==> src/rtl/ctl2_pkg.sv <==
package ctl2_pkg;

    // Field widths of the shared control message
    localparam int CSET_W = 7;
    localparam int MOD_W  = 1;
    localparam int TBS_W  = 6;
    localparam int HAP_W  = 3;
    localparam int RV_W   = 3;
    localparam int ND_W   = 1;
    localparam int CRC_W  = 16;

    // Generator x^16 + x^12 + x^5 + 1, leading term implied
    localparam logic [CRC_W-1:0] CRC_POLY = 16'h1021;

endpackage

==> src/rtl/ctl2_field_pack.sv <==
module ctl2_field_pack #(
    parameter int CSET_W = 7,
    parameter int MOD_W  = 1,
    parameter int TBS_W  = 6,
    parameter int HAP_W  = 3,
    parameter int RV_W   = 3,
    parameter int ND_W   = 1,
    localparam int P1_W  = CSET_W + MOD_W,
    localparam int P2_W  = TBS_W + HAP_W + RV_W + ND_W
) (
    input  logic [CSET_W-1:0] cset_i,
    input  logic [MOD_W-1:0]  mod_i,
    input  logic [TBS_W-1:0]  tbs_i,
    input  logic [HAP_W-1:0]  hap_i,
    input  logic [RV_W-1:0]   rv_i,
    input  logic [ND_W-1:0]   nd_i,
    output logic [P1_W-1:0]   part1_o,
    output logic [P2_W-1:0]   part2_o
);

    // Leftmost bit is transmitted first in both halves
    always_comb begin
        part1_o = {cset_i, mod_i};
        part2_o = {tbs_i, hap_i, rv_i, nd_i};
    end

endmodule

==> src/rtl/ctl2_crc_step.sv <==
module ctl2_crc_step #(
    parameter int            W    = 16,
    parameter logic [W-1:0]  POLY = 16'h1021
) (
    input  logic [W-1:0] crc_i,
    input  logic         bit_i,
    output logic [W-1:0] crc_o
);

    logic fb;

    always_comb begin
        fb    = crc_i[W-1] ^ bit_i;
        crc_o = {crc_i[W-2:0], 1'b0} ^ (fb ? POLY : '0);
    end

endmodule

==> src/rtl/ctl2_id_mask.sv <==
module ctl2_id_mask #(
    parameter int W = 16
) (
    input  logic [W-1:0] crc_i,
    input  logic [W-1:0] id_i,
    output logic [W-1:0] masked_o
);

    for (genvar k = 0; k < W; k++) begin : g_bit
        assign masked_o[k] = crc_i[k] ^ id_i[k];
    end

endmodule

==> src/rtl/ctl2_mux_crc.sv <==
module ctl2_mux_crc
    import ctl2_pkg::*;
#(
    parameter int                CSET_WP = CSET_W,
    parameter int                MOD_WP  = MOD_W,
    parameter int                TBS_WP  = TBS_W,
    parameter int                HAP_WP  = HAP_W,
    parameter int                RV_WP   = RV_W,
    parameter int                ND_WP   = ND_W,
    parameter int                CRC_WP  = CRC_W,
    parameter logic [CRC_WP-1:0] POLY    = CRC_POLY,
    localparam int P1_W  = CSET_WP + MOD_WP,
    localparam int P2_W  = TBS_WP + HAP_WP + RV_WP + ND_WP,
    localparam int MSG_W = P1_W + P2_W,
    localparam int OUT_W = P2_W + CRC_WP,
    localparam int CNT_W = $clog2(MSG_W + 1)
) (
    input  logic               clk,
    input  logic               rst,
    input  logic               start_i,
    input  logic [CSET_WP-1:0] cset_i,
    input  logic [MOD_WP-1:0]  mod_i,
    input  logic [TBS_WP-1:0]  tbs_i,
    input  logic [HAP_WP-1:0]  hap_i,
    input  logic [RV_WP-1:0]   rv_i,
    input  logic [ND_WP-1:0]   nd_i,
    input  logic [CRC_WP-1:0]  term_id_i,
    output logic               busy_o,
    output logic               done_o,
    output logic [OUT_W-1:0]   word_o
);

    localparam logic [CNT_W-1:0] LAST_BIT = CNT_W'(MSG_W - 1);

    typedef struct packed {
        logic              busy;
        logic              done;
        logic [CNT_W-1:0]  cnt;
        logic [MSG_W-1:0]  msg;
        logic [P2_W-1:0]   p2;
        logic [CRC_WP-1:0] id;
        logic [CRC_WP-1:0] crc;
        logic [OUT_W-1:0]  word;
    } state_t;

    state_t s_d, s_q;

    logic [P1_W-1:0]   part1;
    logic [P2_W-1:0]   part2;
    logic [CRC_WP-1:0] crc_nx;
    logic [CRC_WP-1:0] crc_masked;

    ctl2_field_pack #(
        .CSET_W(CSET_WP), .MOD_W(MOD_WP), .TBS_W(TBS_WP),
        .HAP_W(HAP_WP), .RV_W(RV_WP), .ND_W(ND_WP)
    ) u_pack (
        .cset_i (cset_i),
        .mod_i  (mod_i),
        .tbs_i  (tbs_i),
        .hap_i  (hap_i),
        .rv_i   (rv_i),
        .nd_i   (nd_i),
        .part1_o(part1),
        .part2_o(part2)
    );

    // One message bit per cycle, MSB of the shift register first
    ctl2_crc_step #(.W(CRC_WP), .POLY(POLY)) u_step (
        .crc_i(s_q.crc),
        .bit_i(s_q.msg[MSG_W-1]),
        .crc_o(crc_nx)
    );

    ctl2_id_mask #(.W(CRC_WP)) u_mask (
        .crc_i   (crc_nx),
        .id_i    (s_q.id),
        .masked_o(crc_masked)
    );

    always_comb begin
        s_d      = s_q;
        s_d.done = 1'b0;
        if (!s_q.busy) begin
            if (start_i) begin
                s_d.busy = 1'b1;
                s_d.cnt  = '0;
                s_d.msg  = {part1, part2};
                s_d.p2   = part2;
                s_d.id   = term_id_i;
                s_d.crc  = '0;
            end
        end else begin
            s_d.crc = crc_nx;
            s_d.msg = {s_q.msg[MSG_W-2:0], 1'b0};
            s_d.cnt = s_q.cnt + 1'b1;
            if (s_q.cnt == LAST_BIT) begin
                s_d.busy = 1'b0;
                s_d.done = 1'b1;
                s_d.word = {s_q.p2, crc_masked};
            end
        end
    end

    always_ff @(posedge clk) begin
        if (rst) begin
            s_q <= '0;
        end else begin
            s_q <= s_d;
        end
    end

    assign busy_o = s_q.busy;
    assign done_o = s_q.done;
    assign word_o = s_q.word;

endmodule

==> config.mk <==
export PLATFORM = sky130hd
export DESIGN_NAME = ctl2_mux_crc
export DESIGN_NICKNAME = d
export VERILOG_FILES = /design/src/rtl/ctl2_pkg.sv /design/src/rtl/ctl2_field_pack.sv /design/src/rtl/ctl2_crc_step.sv /design/src/rtl/ctl2_id_mask.sv /design/src/rtl/ctl2_mux_crc.sv
export SDC_FILE = /design/constraint.sdc
export NUM_CORES = 1
export LEC_CHECK = 0
export BUFFER_PORTS_ARGS = -buffer_cell sky130_fd_sc_hd__clkbuf_2
export CELL_PAD_IN_SITES_DETAIL_PLACEMENT = 1
export CELL_PAD_IN_SITES_GLOBAL_PLACEMENT = 1
export CORE_ASPECT_RATIO = 1.25
export CORE_MARGIN = 3
export CORE_UTILIZATION = 43
export DETAILED_ROUTE_END_ITERATION = 7
export PLACE_DENSITY = 0.82
export SKIP_CTS_REPAIR_TIMING = 1
export SLEW_MARGIN = 20
export SYNTH_ARGS = -nofsm -noshare
export SYNTH_HDL_FRONTEND = slang
export SYNTH_SLANG_ARGS = --single-unit
==> constraint.sdc <==
create_clock -name clk -period 1.9 [get_ports clk]
set_input_delay 0.38 -clock clk [delete_from_list [all_inputs] [get_ports clk]]
set_output_delay 0.38 -clock clk [all_outputs]
set_load 0.05 [all_outputs]
==> results of run 1 <==
==> kinds of logic after synthesis <==
family	count (synthesis)	synth area share (%)
XOR/XNOR	19	4.67
adder cells (fa/ha/maj)	2	0.595
AND/OR/NAND/NOR	129	14.0
AO/OA/AOI/OAI	80	12.2
buffers and inverters	62	9.35
flip-flops	102	48.6
multiplexers	42	10.6
==> layout make-up <==
type	count	area, um2	share of cell area [%]
clock inverters	3	42.5	0.897
inverters	3	13.8	0.290
repair buffers	81	445	9.39
multi-input cells	272	1780	37.5
well taps	123	154	3.25
flip-flops and latches	102	2040	43.1
clock buffers	12	267	5.62
==> state kept, by name, summed over array words and instances (netlist names) <==
| signal | cells |
|---|---|
| done_o | 1 |
| busy_o | 1 |
| word_o | 29 |
| s_q | 71 |
==> through the flow <==
stage                     std cells  hold slack [ns]
after floorplan                 436            0.434
after global placement          581            0.445
after detailed placement        581            0.453
after CTS                       596            0.243
after global routing            596            0.267
final                           596            0.259
==> path summary, 6_finish.rpt <==
path / slack (ns) / startpoint / cells past startpoint / end
worst max register to register: 0.34 / s_q[95] / 6 / word_o[20]
worst min-delay path: 0.26 / term_id_i[10] / 3 / s_q[55]
worst min register to register: 0.46 / s_q[65] / 2 / s_q[65]
worst max-delay path: 0.28 / busy_o / 1 / busy_o
==> power groups by stage <==
stage               sequential, uW  combinational [uW]  clock, uW
finish                        2260                 359       1890
CTS                           2260                 365       1950
global route                  2270                 404       2010
global placement              2300                 340          0
floorplan                     2290                 249          0
detailed placement            2310                 361          0
==> placed cells by master (no fill, tap or decap), types with 2 or more instances in the layout <==
master and instances:
nand3_1 2, clkbuf_2 70, o2bb2ai_1 2, a22o_1 27, nand4_1 2, buf_4 10
clkbuf_16 9, clkbuf_8 3, mux2_1 20, nand2_1 58, ha_1 2, nor2b_1 3
xor2_1 15, inv_1 2, xnor2_1 2, mux2i_1 22, nor3b_1 17, a21oi_1 49
dfxtp_1 101, xor3_1 2, nor2_1 39
==> metal layers <==
layer	GRT usage (%)	part of all wire, %	vias up
met5	0	0	-
met4	10.0	2.7	0
met3	3.16	3.3	16
met2	34.1	53	57
met1	20.9	41	1509
li1	-	-	1510
==> out/metrics.cfg, run 1 <==
[sta]
relSlewSlack_pct = 54.5
tns_ns = 0
finalHoldViolations = 0
max_freq_mhz = 617
period_share_pct = 85.3
slew_viol_final = 0
rsz0062_at_grt = no
worst-slew-pin-transition_ns = 0.682
period_needed_ns = 1.62
setup_violations = 0
skew_ns = 0.00648
worst_slack_ns = 0.279

[setup_path]
endpoint_kind = primary output
path_cells = clkbuf_2
arrival_ns = 1.24
crit_slowest_cell = dfxtp_2
worstSetupPathType = reg2out
critical_path.top_delay_family = flip-flops
cp.buffers_inverters = 1
slowest_delay_ns = 0.55
crit_fanout = 14
cp-start-kind = register
required_ns = 1.52

[clock_network]
clk_pin_slew_worst_paths_ns = 0.06
cts_tree = built
cts_buffer_depth = 2
cts_root_buffer = clkbuf_16
cts_buffers = 9
htree_levels = 3
clock_latency_ns = 0.35
cts.sinks = 102

[synth]
netlist_instances = 436
yosysTopAreaCell = dfxtp_1
ys_seq_area_share_pct = 48.6
syn-cell-area_mm2 = 0.00420
synth-edff-count = 0
async_reset_ff_share_pct = 0
yosys-top-cells-count = dfxtp_1 (102), nand2_1 (58), a21oi_1 (49), nor2_1 (39), buf_4 (31)
synth_seq_cells = 102
yosysUniqueCellTypes = 32
ys_warn_count = 0
yosysMostFrequentCell = dfxtp_1
synthFlopType = dfxtp_1
syn_avg_cell_area_um2 = 9.64
synth_nets = 478
synth.top_cell.area_share_pct = 48.6
ys_top_cells_by_area = dfxtp_1 (49%), a21oi_1 (5.8%), a22o_1 (5.6%)

[global_routing]
antenna_found_initial = 0
gr-usage-all-layers_pct = 18.8
grt_pass1_vias = 3320
grt_pass1_wl_um = 16100
grt_max_degree = 65
gr-total-overflow = 0

[routing]
firstDrtPassIters = 4
wl_per_cell_um = 16.1
wirelength_um = 9620
via_per_inst = 5.19
drtAntennaViolNets = 0
drcViolationCount = 0
num_vias = 3092
drt_iter0_markers = 60

[min_path]
hold_class = in2reg

[pwr]
sw_frac_of_total_pct = 22.8
internal-power_uw = 3480
seqPwrFrac_pct = 50.2
power.leakage_uw = 0.00206
finalPower_uw = 4510
peakVddDrop_v = 0.000477
power_density_mw_per_mm2 = 950
switchingPower_uw = 1030
pwr-share-comb_pct = 8.0
p_clk_share_pct = 41.9

[floorplanning]
io_pins = 71
rows = 39
die_w_um = 94.4
dieArea_mm2 = 0.0110
start_util_pct = 45.1
core_mm2 = 0.00932
fp.dieH_um = 117

[cells_and_area]
fin_nets = 511
antenna_cells = 0
final_core_util_pct = 50.9
layout-drive-gt1-share_pct = 21.4
fin_area_mm2 = 0.00474
fillCellCount = 1059
area_growth_pct = 12.8

[job]
max-cap-violations = 0

[placed_design]
dpl-instance-area_mm2 = 0.00443
numPortBuffers = 70
gp_congestion = 0.698
place_hpwl_um = 6430
pre_cts_slack_ns = 0.307

[run_status]
status = completed

Power figures use the tool's default switching activity.
==> run 2, diff against run 1 <==
Settings changed: BUFFER_PORTS_ARGS -buffer_cell sky130_fd_sc_hd__clkbuf_2 to default, CORE_UTILIZATION 43 to 45, DONT_BUFFER_PORTS from default to 1, PLACE_DENSITY 0.82 to 0.77.
==> run 2 against run 1 <==
Non-clock buffer count down 75. Global-route usage is 0.94 points lower. Largest power group unchanged. Via count is 9.9% lower. Combinational power is 28% lower. Critical path depth stayed put. Register-to-register slack better by 0.04 ns. Routed wire length is 8.2% lower. Worst setup slack worse by 0.041 ns. Core utilization is 2.8 points lower. Worst hold slack lost 0.19 ns. Highest routed layer unchanged. Clock power shrank 26%. Largest cell class unchanged.
==> out/metrics.cfg, run 2 (same netlist as run 1, synthesis figures left out) <==
[floorplanning]
dieArea_mm2 = 0.0105
fp.dieH_um = 114
core_mm2 = 0.00889
rows = 38
start_util_pct = 47.3
die_w_um = 92.5
io_pins = 71

[pwr]
seqPwrFrac_pct = 57.6
sw_frac_of_total_pct = 23.2
power_density_mw_per_mm2 = 919
switchingPower_uw = 912
pwr-share-comb_pct = 6.6
internal-power_uw = 3010
p_clk_share_pct = 35.8
finalPower_uw = 3920
power.leakage_uw = 0.00169
peakVddDrop_v = 0.000446

[global_routing]
gr-total-overflow = 0
grt_use_met1_pct = 19.4
grt_max_degree = 74
gr-usage-all-layers_pct = 17.9
antenna_found_initial = 0
top_usage_layer = met2
met2_usage_pct = 31.4
grt_pass1_wl_um = 14700
grtUsageMet3_pct = 6.51
grt_pass1_vias = 2938

[cells_and_area]
final_core_util_pct = 48.0
final_common_cell = dfxtp_1
final_cell_mix = dfxtp_1 (101), nand2_1 (58), a21oi_1 (49), nor2_1 (39), a22o_1 (27)
top_register = s_q
layout-drive-gt1-share_pct = 6.27
antenna_cells = 0
fillCellCount = 1003
finalNonFillerCells = 519
fin_nets = 436
area_growth_pct = 1.58
largest_reg_flops = 71

[min_path]
hold_class = in2reg
hold-path-cell-count = 1

[sta]
max_freq_mhz = 602
period_share_pct = 87.5
relSlewSlack_pct = 61.8
period_needed_ns = 1.66
finalHoldViolations = 0
rsz0062_at_grt = no
setup_violations = 0
slew_viol_final = 0
worst-slew-pin-transition_ns = 0.572
tns_ns = 0
skew_ns = 0.0113
worst_slack_ns = 0.238

[clock_network]
clk_pin_slew_worst_paths_ns = 0.09
clock_latency_ns = 0.37
htree_levels = 3
cts_buffer_depth = 2
cts_root_buffer = clkbuf_8
cts_buffers = 9
cts.sinks = 102
cts_tree = built

[setup_path]
slowest_delay_ns = 0.53
path_cells = buf_4
worstSetupPathType = reg2out
endpoint_kind = primary output
crit_slowest_cell = dfxtp_4
cp-start-kind = register
critical_path.top_delay_family = flip-flops
crit_fanout = 20
worstRegToRegCells = 5
cp.buffers_inverters = 1
crit_cells = 1
arrival_ns = 1.28
required_ns = 1.52

[routing]
drcViolationCount = 0
drtAntennaViolNets = 0
wirelength_um = 8830
num_vias = 2785
drt_iter0_markers = 86
firstDrtPassIters = 4
via_per_inst = 5.37
wl_per_cell_um = 17.0

[placed_design]
place_hpwl_um = 5970
gp_congestion = 0.718
pre_cts_slack_ns = 0.371
numPortBuffers = 0
dp.cells = 503

[run_status]
status = completed

[job]
max-cap-violations = 0

[run 2: cell types whose count changed in the layout (fill, tap and decap cells not counted), moves of 2 or more]
cell,previous run,this run
clkbuf_2,70,0
clkbuf_16,9,0
clkbuf_8,3,11
buf_4,10,4
clkbuf_1,0,2
[run 2: path summary, 6_finish.rpt]
| kind | endpoint | startpoint | slack, ns |
|---|---|---|---|
| setup / recovery | busy_o | busy_o | 0.24 |
| hold / removal | s_q[54] | rst | 0.07 |
| setup reg to reg | word_o[4] | s_q[95] | 0.38 |
| hold reg to reg | s_q[65] | s_q[65] | 0.46 |
[run 2: metrics by stage]
stage / hold WS [ns] / area [um2]
after floorplan: 0.434 / 4200
after global placement: 0.438 / 4070
after detailed placement: 0.446 / 4070
after CTS: 0.0428 / 4270
after global routing: 0.0484 / 4270
final: 0.0705 / 4270
[run 2: power by group through the flow]
stage | Sequential, uW | Clock (uW) | Combinational, uW
2_1_floorplan | 2290 | 0 | 249
3_3_place_gp | 2300 | 0 | 253
3_5_place_dp | 2310 | 0 | 264
4_1_cts | 2260 | 1440 | 266
5_1_grt | 2270 | 1520 | 296
6_report | 2260 | 1400 | 260
[run 2: layout make-up]
| cell class | instances | area (um2) | area share (%) |
|---|---|---|---|
| repair buffers | 6 | 70.1 | 1.64 |
| clock buffers | 13 | 159 | 3.72 |
| inverters | 3 | 13.8 | 0.322 |
| multi-input cells | 272 | 1790 | 41.9 |
| well taps | 120 | 150 | 3.52 |
| flip-flops and latches | 102 | 2050 | 47.9 |
| clock inverters | 3 | 43.8 | 1.03 |
[run 2: per-layer routing]
| layer | routed length, um | up-vias |
|---|---|---|
| met1 | 3490 | 1356 |
| met4 | 163 | 0 |
| met2 | 4560 | 51 |
| met5 | 0 | - |
| li1 | - | 1367 |
| met3 | 619 | 11 |
